===== config.mk =====
export PLATFORM = sky130hd
export DESIGN_NAME = smb_ctrl_regs
export DESIGN_NICKNAME = d
export VERILOG_FILES = /design/src/rtl/smb_pkg.sv /design/src/rtl/smb_line_sync.sv /design/src/rtl/smb_reg_bank.sv /design/src/rtl/smb_target_fsm.sv /design/src/rtl/smb_ctrl_regs.sv
export SDC_FILE = /design/constraint.sdc
export NUM_CORES = 1
export LEC_CHECK = 0
export BUFFER_PORTS_ARGS = -buffer_cell sky130_fd_sc_hd__clkbuf_2
export CORE_UTILIZATION = 60
export CTS_BUF_LIST = sky130_fd_sc_hd__clkbuf_4
export DETAILED_ROUTE_END_ITERATION = 8
export GPL_ROUTABILITY_DRIVEN = 0
export PLACE_DENSITY = 0.75
export SLEW_MARGIN = 20
export SYNTH_ARGS = -nofsm -noshare
export SYNTH_HDL_FRONTEND = slang
export SYNTH_SLANG_ARGS = --single-unit

===== constraint.sdc =====
create_clock -name clk_i -period 2.35 [get_ports clk_i]
set_input_delay 0.235 -clock clk_i [delete_from_list [all_inputs] [get_ports clk_i]]
set_output_delay 0.235 -clock clk_i [all_outputs]
set_load 0.02 [all_outputs]

===== src/rtl/smb_pkg.sv =====
package smb_pkg;
  localparam logic [6:0] DEV_ADDR = 7'h6B;

  typedef enum logic [3:0] {
    S_IDLE, S_ADDR, S_CMD, S_CNT, S_WDATA, S_ACK, S_TX, S_RACK, S_IGN
  } smb_state_e;

  function automatic logic [7:0] reg_reset(input int idx);
    case (idx)
      2:       return 8'hC0;
      3:       return 8'h08;
      4:       return 8'h06;
      5:       return 8'hD8;
      default: return 8'h00;
    endcase
  endfunction
endpackage


===== src/rtl/smb_line_sync.sv =====
module smb_line_sync #(
  parameter int STAGES = 2
) (
  input  logic clk_i,
  input  logic rst_ni,
  input  logic scl_i,
  input  logic sda_i,
  output logic scl_o,
  output logic sda_o,
  output logic scl_rise_o,
  output logic scl_fall_o,
  output logic start_o,
  output logic stop_o
);
  localparam int NLINES = 2;
  logic [NLINES-1:0] raw;
  logic [NLINES-1:0] synced;
  logic [NLINES-1:0] prev_q;

  assign raw = {sda_i, scl_i};

  for (genvar l = 0; l < NLINES; l++) begin : g_line
    logic [STAGES-1:0] ff_q;
    always_ff @(posedge clk_i or negedge rst_ni) begin
      if (!rst_ni) ff_q <= '1;
      else         ff_q <= {ff_q[STAGES-2:0], raw[l]};
    end
    assign synced[l] = ff_q[STAGES-1];
  end

  always_ff @(posedge clk_i or negedge rst_ni) begin
    if (!rst_ni) prev_q <= '1;
    else         prev_q <= synced;
  end

  assign scl_o      = synced[0];
  assign sda_o      = synced[1];
  assign scl_rise_o = synced[0] & ~prev_q[0];
  assign scl_fall_o = ~synced[0] & prev_q[0];
  // SCL held high across the sample pair
  assign start_o    = synced[0] & prev_q[0] & prev_q[1] & ~synced[1];
  assign stop_o     = synced[0] & prev_q[0] & ~prev_q[1] & synced[1];
endmodule


===== src/rtl/smb_reg_bank.sv =====
module smb_reg_bank
  import smb_pkg::*;
#(
  parameter int N_REGS = 6
) (
  input  logic       clk_i,
  input  logic       rst_ni,
  input  logic       wr_en_i,
  input  logic [6:0] wr_addr_i,
  input  logic [7:0] wr_data_i,
  input  logic [6:0] rd_addr_i,
  output logic [7:0] rd_data_o,
  output logic [7:0] bc_o,
  output logic       oe0_o,
  output logic       oe1_o,
  output logic       amp_prog_o,
  output logic [2:0] amp_code_o
);
  localparam logic [6:0] NREG_L = 7'(N_REGS);
  logic [7:0] bank [N_REGS];
  logic [8*N_REGS-1:0] bank_flat;

  for (genvar i = 0; i < N_REGS; i++) begin : g_reg
    always_ff @(posedge clk_i or negedge rst_ni) begin
      if (!rst_ni) bank[i] <= reg_reset(i);
      else if (wr_en_i && wr_addr_i == 7'(i)) bank[i] <= wr_data_i;
    end
    assign bank_flat[8*i +: 8] = bank[i];
  end

  always_comb begin
    rd_data_o = 8'h00;
    for (int i = 0; i < N_REGS; i++)
      if (rd_addr_i == 7'(i)) rd_data_o = bank[i];
  end

  assign bc_o       = bank[4];
  assign oe0_o      = bank[2][7];
  assign oe1_o      = bank[2][6];
  assign amp_prog_o = bank[5][7];
  assign amp_code_o = bank[5][6:4];


  oob_write_chk: assert property (@(posedge clk_i) disable iff (!rst_ni)
    (wr_en_i && wr_addr_i >= NREG_L) |=> $stable(bank_flat));

  amp_follow_chk: assert property (@(posedge clk_i) disable iff (!rst_ni)
    (wr_en_i && wr_addr_i == 7'd5) |=> (amp_code_o == $past(wr_data_i[6:4])
                                        && amp_prog_o == $past(wr_data_i[7])));
endmodule


===== src/rtl/smb_target_fsm.sv =====
module smb_target_fsm
  import smb_pkg::*;
(
  input  logic       clk_i,
  input  logic       rst_ni,
  input  logic       scl_i,
  input  logic       sda_i,
  input  logic       scl_rise_i,
  input  logic       scl_fall_i,
  input  logic       start_i,
  input  logic       stop_i,
  input  logic [7:0] rd_data_i,
  input  logic [7:0] bc_i,
  output logic [6:0] ptr_o,
  output logic       wr_en_o,
  output logic [7:0] wr_data_o,
  output logic       sda_oe_o
);
  smb_state_e state_q, nxt_q;
  logic [3:0] bitcnt_q;
  logic [7:0] shreg_q, wr_left_q;
  logic [6:0] ptr_q;
  logic       blk_q, send_cnt_q, acked_q, sda_oe_q;
  logic       rx_state, byte_done;
  logic [7:0] tx_byte;

  assign rx_state  = state_q inside {S_ADDR, S_CMD, S_CNT, S_WDATA};
  assign byte_done = scl_fall_i && bitcnt_q == 4'd8;
  assign tx_byte   = send_cnt_q ? bc_i : rd_data_i;
  assign wr_en_o   = byte_done && state_q == S_WDATA && wr_left_q != 8'd0;
  assign wr_data_o = shreg_q;
  assign ptr_o     = ptr_q;
  assign sda_oe_o  = sda_oe_q;

  always_ff @(posedge clk_i or negedge rst_ni) begin
    if (!rst_ni) begin
      state_q <= S_IDLE; nxt_q <= S_IDLE; bitcnt_q <= '0; shreg_q <= '0;
      wr_left_q <= '0; ptr_q <= '0; blk_q <= 1'b0; send_cnt_q <= 1'b0;
      acked_q <= 1'b0; sda_oe_q <= 1'b0;
    end else if (start_i) begin
      state_q <= S_ADDR; bitcnt_q <= '0; sda_oe_q <= 1'b0;
    end else if (stop_i) begin
      state_q <= S_IDLE; bitcnt_q <= '0; sda_oe_q <= 1'b0;
    end else if (scl_rise_i) begin
      if (rx_state) begin
        shreg_q  <= {shreg_q[6:0], sda_i};
        bitcnt_q <= bitcnt_q + 4'd1;
      end else if (state_q == S_TX) begin
        bitcnt_q <= bitcnt_q + 4'd1;
      end else if (state_q == S_RACK) begin
        acked_q <= ~sda_i;
      end
    end else if (scl_fall_i) begin
      unique case (state_q)
        S_ADDR: if (byte_done) begin
          if (shreg_q[7:1] == DEV_ADDR) begin
            state_q    <= S_ACK;
            sda_oe_q   <= 1'b1;
            nxt_q      <= shreg_q[0] ? S_TX : S_CMD;
            send_cnt_q <= shreg_q[0] & blk_q;
          end else begin
            state_q <= S_IGN;
          end
        end
        S_CMD: if (byte_done) begin
          state_q   <= S_ACK; sda_oe_q <= 1'b1;
          ptr_q     <= shreg_q[6:0];
          blk_q     <= ~shreg_q[7];
          wr_left_q <= 8'd1;
          nxt_q     <= shreg_q[7] ? S_WDATA : S_CNT;
        end
        S_CNT: if (byte_done) begin
          state_q <= S_ACK; sda_oe_q <= 1'b1;
          wr_left_q <= shreg_q; nxt_q <= S_WDATA;
        end
        S_WDATA: if (byte_done) begin
          state_q <= S_ACK; sda_oe_q <= 1'b1; nxt_q <= S_WDATA;
          if (wr_left_q != 8'd0) begin
            ptr_q     <= ptr_q + 7'd1;
            wr_left_q <= wr_left_q - 8'd1;
          end
        end
        S_ACK: begin
          bitcnt_q <= '0;
          state_q  <= nxt_q;
          if (nxt_q == S_TX) begin
            shreg_q    <= tx_byte;
            sda_oe_q   <= ~tx_byte[7];
            send_cnt_q <= 1'b0;
            if (!send_cnt_q) ptr_q <= ptr_q + 7'd1;
          end else begin
            sda_oe_q <= 1'b0;
          end
        end
        S_TX: begin
          if (byte_done) begin
            state_q <= S_RACK; sda_oe_q <= 1'b0;
          end else begin
            shreg_q  <= {shreg_q[6:0], 1'b0};
            sda_oe_q <= ~shreg_q[6];
          end
        end
        S_RACK: begin
          bitcnt_q <= '0;
          if (acked_q) begin
            state_q  <= S_TX;
            shreg_q  <= tx_byte;
            sda_oe_q <= ~tx_byte[7];
            if (!send_cnt_q) ptr_q <= ptr_q + 7'd1;
            send_cnt_q <= 1'b0;
          end else begin
            state_q <= S_IGN;
          end
        end
        default: ;
      endcase
    end
  end


  pull_on_low_chk: assert property (@(posedge clk_i) disable iff (!rst_ni)
    $rose(sda_oe_q) |-> !scl_i);

  start_rearm_chk: assert property (@(posedge clk_i) disable iff (!rst_ni)
    start_i |=> (state_q == S_ADDR && bitcnt_q == 4'd0 && !sda_oe_q));

  ptr_step_chk: assert property (@(posedge clk_i) disable iff (!rst_ni)
    wr_en_o |=> ptr_q == $past(ptr_q) + 7'd1);

  tx_bitcnt_chk: assert property (@(posedge clk_i) disable iff (!rst_ni)
    state_q == S_TX |-> bitcnt_q <= 4'd8);
endmodule


===== src/rtl/smb_ctrl_regs.sv =====
module smb_ctrl_regs #(
  parameter int N_REGS      = 6,
  parameter int SYNC_STAGES = 2
) (
  input  logic       clk_i,
  input  logic       rst_ni,
  input  logic       scl_i,
  input  logic       sda_i,
  output logic       sda_oe_o,
  output logic       oe0_o,
  output logic       oe1_o,
  output logic       amp_prog_o,
  output logic [2:0] amp_code_o
);
  logic scl_s, sda_s, scl_rise, scl_fall, start_det, stop_det;
  logic [6:0] ptr;
  logic       wr_en;
  logic [7:0] wr_data, rd_data, bc;

  smb_line_sync #(.STAGES(SYNC_STAGES)) u_sync (
    .clk_i, .rst_ni, .scl_i, .sda_i,
    .scl_o(scl_s), .sda_o(sda_s), .scl_rise_o(scl_rise), .scl_fall_o(scl_fall),
    .start_o(start_det), .stop_o(stop_det)
  );

  smb_target_fsm u_fsm (
    .clk_i, .rst_ni, .scl_i(scl_s), .sda_i(sda_s),
    .scl_rise_i(scl_rise), .scl_fall_i(scl_fall),
    .start_i(start_det), .stop_i(stop_det),
    .rd_data_i(rd_data), .bc_i(bc), .ptr_o(ptr),
    .wr_en_o(wr_en), .wr_data_o(wr_data), .sda_oe_o(sda_oe_o)
  );

  smb_reg_bank #(.N_REGS(N_REGS)) u_bank (
    .clk_i, .rst_ni, .wr_en_i(wr_en), .wr_addr_i(ptr), .wr_data_i(wr_data),
    .rd_addr_i(ptr), .rd_data_o(rd_data), .bc_o(bc),
    .oe0_o, .oe1_o, .amp_prog_o, .amp_code_o
  );
endmodule


==> impl_results.rst <==
.. list-table::
   :header-rows: 1

   * - Metric
     - Value
   * - Maximum fanout along the worst path
     - 14
   * - Minimum clock period
     - 2.23 ns
   * - Sequential group share of total power
     - a little over half
   * - Per-instance average area after synthesis
     - a little over 10 um2
   * - Flop-to-flop setup slack
     - around 0.12 ns
   * - Post-route non-filler standard cell count
     - between 600 and 700
   * - Clk Latency, worst-skew pair
     - 0.45 ns
   * - Compound-Gate Fraction of Synth Area
     - 20.6%
   * - EDFF count, synth
     - 0
   * - Worst path required time
     - 2.72 ns
   * - Grt total ovfl
     - 0
   * - Maximum vdd ir drop
     - 384 uV
   * - Synth-to-Final Area Change
     - 8.98%
   * - Capture instance of the worst register-to-register path
     - u_fsm.wr_data_o[4]
   * - Yosys top cell by area
     - dfrtp_1
   * - Detailed Route WL
     - 13800 um
   * - Sequential fraction of the synthesis area
     - ~42%
   * - Antenna violations before repair
     - 0
   * - Most frequent cells in the layout
     - dfrtp_1 (77), mux2_2 (52), o21ai_0 (32)
   * - Global-route wire length before repair
     - ~23000 um
   * - Pins Over Slew Limit
     - 0
   * - Arithmetic-cell share of the synthesized area counting full adders, half adders and majority gates
     - ~2.3%
   * - Most frequent standard cell in the layout excluding fill and tap cells
     - dfrtp_1
   * - Post-CTS setup-driven buffer insertion count
     - 0
   * - Max frequency
     - roughly 450 MHz
   * - Antenna diode instance count
     - 0
   * - Pin count of the biggest net entering global routing
     - 74
   * - Top-area cell type share of the netlist area
     - 34.9%
   * - Top Family by Delay on Critical Path
     - compound AO/OA/AOI/OAI gates
   * - Overall power consumption
     - 3.15 mW
   * - IO Pins
     - 11
   * - Area fraction in and, or, nand and nor cells after synthesis
     - 16.1%
   * - Tightest hold margin
     - between 0.15 and 0.2 ns
   * - Worst R2R Path Depth
     - 8
   * - Core Region
     - 0.00881 mm2
   * - Most used flip-flop cell after synthesis
     - dfrtp_1
   * - Arrival time reported for the critical path endpoint
     - 2.61 ns
   * - Clock buffer count from CTS
     - 9
   * - Final-layout setup total negative slack
     - 0 ns
   * - Number of input and output port buffers inserted
     - 10
   * - CTS tree
     - built
   * - Met1 wire length
     - roughly 5500 um
   * - FILL cells
     - 692
   * - Combinational fraction of design power
     - approximately 11%
   * - Total die area
     - 0.00958 mm2
   * - Total number of vias
     - 4575
   * - Max-slew headroom
     - ~62%
   * - Max_cap viols
     - 0
   * - Synth async-reset ratio
     - 100%
   * - Placed inst area
     - ~0.0058 mm2
   * - Crit path buf inv count
     - 2
   * - Final Hold Violating Endpoints
     - 0
   * - Initial DRT Pass Iterations
     - 7
   * - Combinational family with the most area after synthesis
     - compound AO/OA/AOI/OAI gates
   * - P_leak
     - around 2.6 nW
   * - Share of layout cells above drive strength 1
     - 27.5%
   * - Buffer levels on the longest clock path
     - 2
   * - Switching power summed over all nets
     - between 800 and 900 uW
   * - Post-synthesis share of cell area spent on xor and xnor gates
     - less than 1%
   * - H-tree lvl count
     - 3
   * - Cell at the root of the clock tree
     - clkbuf_4
   * - Area of the mapped netlist
     - 0.00552 mm2
   * - Worst setup skew after layout
     - around 0.014 ns
   * - Worst reg2reg startpoint
     - u_sync.g_line[0].ff_q[1]
   * - Post-detailed-route via-to-cell ratio
     - slightly below 7
   * - Syn Nets
     - 555
   * - Category of the most critical setup path
     - reg -> reg
   * - Unrepaired setup endpoints after global routing
     - false
   * - Detailed Route Iter0 Violations
     - 411
   * - Height of the die
     - roughly 98 um
   * - Number of register bits inferred by synthesis
     - 92
   * - Total GRT Usage
     - between 30% and 40%
   * - Clock transition at the registers of the reported paths
     - 0.15 ns
   * - Cell area after layout
     - between 0.006 and 0.007 mm2
   * - Part of the total power dissipated in the clock network
     - ~36%
   * - Setup crit end kind
     - flop
   * - Share of synthesized area spent on multiplexers
     - 12.3%
   * - Class of the worst hold path
     - in -> async
   * - Sw Share
     - between 20% and 30%
   * - Residual DRC count
     - 0
   * - Count of placed standard cells including taps
     - ~650
   * - Power Density
     - roughly 520 mW/mm2
   * - Final cycle utilization of the critical path
     - between 90% and 100%
   * - Cell row count
     - 34
   * - Internal power component
     - ~2.3 mW
   * - Cell count after synthesis
     - 541
   * - Met3 Routed Length
     - 824 um
   * - Number of global-route vias before repair
     - between 4000 and 5000
   * - Series of cell instances along the critical path
     - inv_1 -> ha_1 -> nand4b_1 -> nor2_1 -> o32ai_1 -> buf_4 -> o311ai_0 -> o211ai_1
   * - Actual slew at the worst max-slew pin
     - between 0.5 and 0.6 ns
   * - Highest routing layer actually used
     - met4
   * - Largest cells by area after synthesis
     - dfrtp_1 (35%), mux2_2 (11%), dfstp_2 (7.1%), o21ai_0 (2.9%), ha_1 (2.3%)
   * - Post-detailed-placement half-perimeter wirelength
     - around 9500 um
   * - Average wire per standard cell
     - a little over 20 um
   * - Synth warnings
     - 0
   * - Initial Utilization
     - between 60% and 70%
   * - Slowest cell on crit path
     - dfstp_2
   * - Final count of negative-setup-slack endpoints
     - 0
   * - Run status
     - completed
   * - Startpoint Class
     - flop
   * - Slowest Stage Delay on Critical Path
     - ~0.6 ns
   * - Horizontal die dimension
     - ~98 um
   * - Nets
     - 572
   * - Routed wire length on met2
     - just under 7000 um
   * - Post-synth cell types
     - 74
   * - Number of sinks handled by clock tree synthesis
     - 92
   * - Final antenna-violating net count
     - 0
-- through the flow --
| step | worst slack (ns) | utilization (%) |
|---|---|---|
| after floorplan | 0.217 | - |
| after global placement | 0.0703 | 65.6 |
| after detailed placement | 0.0136 | 65.6 |
| after CTS | 0.0625 | 68.1 |
| after global routing | 0.0109 | 68.3 |
| final | 0.116 | 68.3 |
-- sequential cells by signal (all words and copies together), names as in the netlist, 4 cells and up --
register	flops
u_fsm.ptr_o	7
u_bank.bc_o	8
u_fsm.wr_data_o	8
u_fsm.wr_left_q	8
u_fsm.bitcnt_q	4
u_fsm.state_q	4
u_sync.g_line.ff_q	4
u_bank.bank	34
-- cells in the mapped netlist, types with 5 or more instances --
cell type   n
a2bb2oi_1   5
a31oi_1     5
o311ai_0    5
dfstp_2    15
mux2_2     52
o21ai_0    32
and3b_1     5
ha_1       10
o211ai_1   14
a21oi_1    12
dfrtp_1    77
mux2i_1     8
inv_1      26
a22o_1      8
nor2_1     30
nand2_1    24
a22oi_1     5
nor2_2      5
and3_1     13
nand3_1    17
a211oi_1    9
buf_4       5
buf_2       6
o21a_1      8
nor3_1     12
nand4_1     6
clkbuf_1   24
nor2b_1     7
o221ai_1    7
o2111ai_1   7
nand2b_1    8
-- worst register-to-register path, delay by kind of cell (launching register included) --
kind	cells	cell delay (ns)
AND/OR/NAND/NOR	2	0.28
AO/OA/AOI/OAI	3	0.74
adder cells (fa/ha/maj)	1	0.21
flip-flops	1	0.60
buffers and inverters	2	0.33
-- routing by layer --
| layer | GRT usage [%] | vias to the layer above |
|---|---|---|
| met2 | 50.1 | 194 |
| met4 | 19.2 | 0 |
| met5 | 0 | - |
| met3 | 5.15 | 61 |
| met1 | 37.4 | 2270 |
| li1 | - | 2050 |
-- power groups by stage --
stage / Combinational [mW] / Clock, mW / Sequential (mW)
global route: 0.366 / 1.19 / 1.68
detailed placement: 0.328 / 0 / 1.71
floorplan: 0.191 / 0 / 1.68
finish: 0.341 / 1.13 / 1.68
CTS: 0.334 / 1.14 / 1.68
global placement: 0.322 / 0 / 1.70
-- how the worst max path moves through the flow --
| stage | start | to | slack [ns] | depth (start not counted) |
|---|---|---|---|---|
| after floorplan | u_fsm.ptr_o[1] | u_bank.amp_code_o[1] | 0.22 | 7 |
| after global placement | u_fsm.ptr_o[0] | u_fsm.sda_oe_o | 0.07 | 7 |
| after detailed placement | u_fsm.ptr_o[0] | u_fsm.sda_oe_o | 0.01 | 7 |
| after CTS | u_fsm.ptr_o[0] | u_fsm.wr_data_o[0] | 0.06 | 7 |
| after global routing | u_sync.prev_q[0] | u_bank.bank[21] | 0.01 | 5 |
| final | u_sync.g_line[0].ff_q[1] | u_fsm.wr_data_o[4] | 0.12 | 8 |
-- logic make-up after synthesis --
family | after synthesis
DFF | 92
xor gates and xnor gates | 5
muxes | 61
and+or+nand+nor | 153
buffers and inverters | 67
adders and majority gates | 10
AOI/OAI and AO/OA | 153
-- final cells by class --
class	instances	area, um2	share of cell area (%)
repair buffers	47	379	6.31
flip-flops and latches	92	2320	38.6
clock buffers	9	67.6	1.12
multi-input cells	382	2890	48.1
well taps	108	135	2.25
inverters	26	97.6	1.62
clock inverters	7	121	2.02
-- repair_timing --
item / 4_1_cts / 5_1_grt
hold buffers: 3 / 0
resized for setup: 1 / 6
hold endpoints to repair: 21 / 0
setup endpoints to repair: 2 / 16
Power figures use the tool's default switching activity.
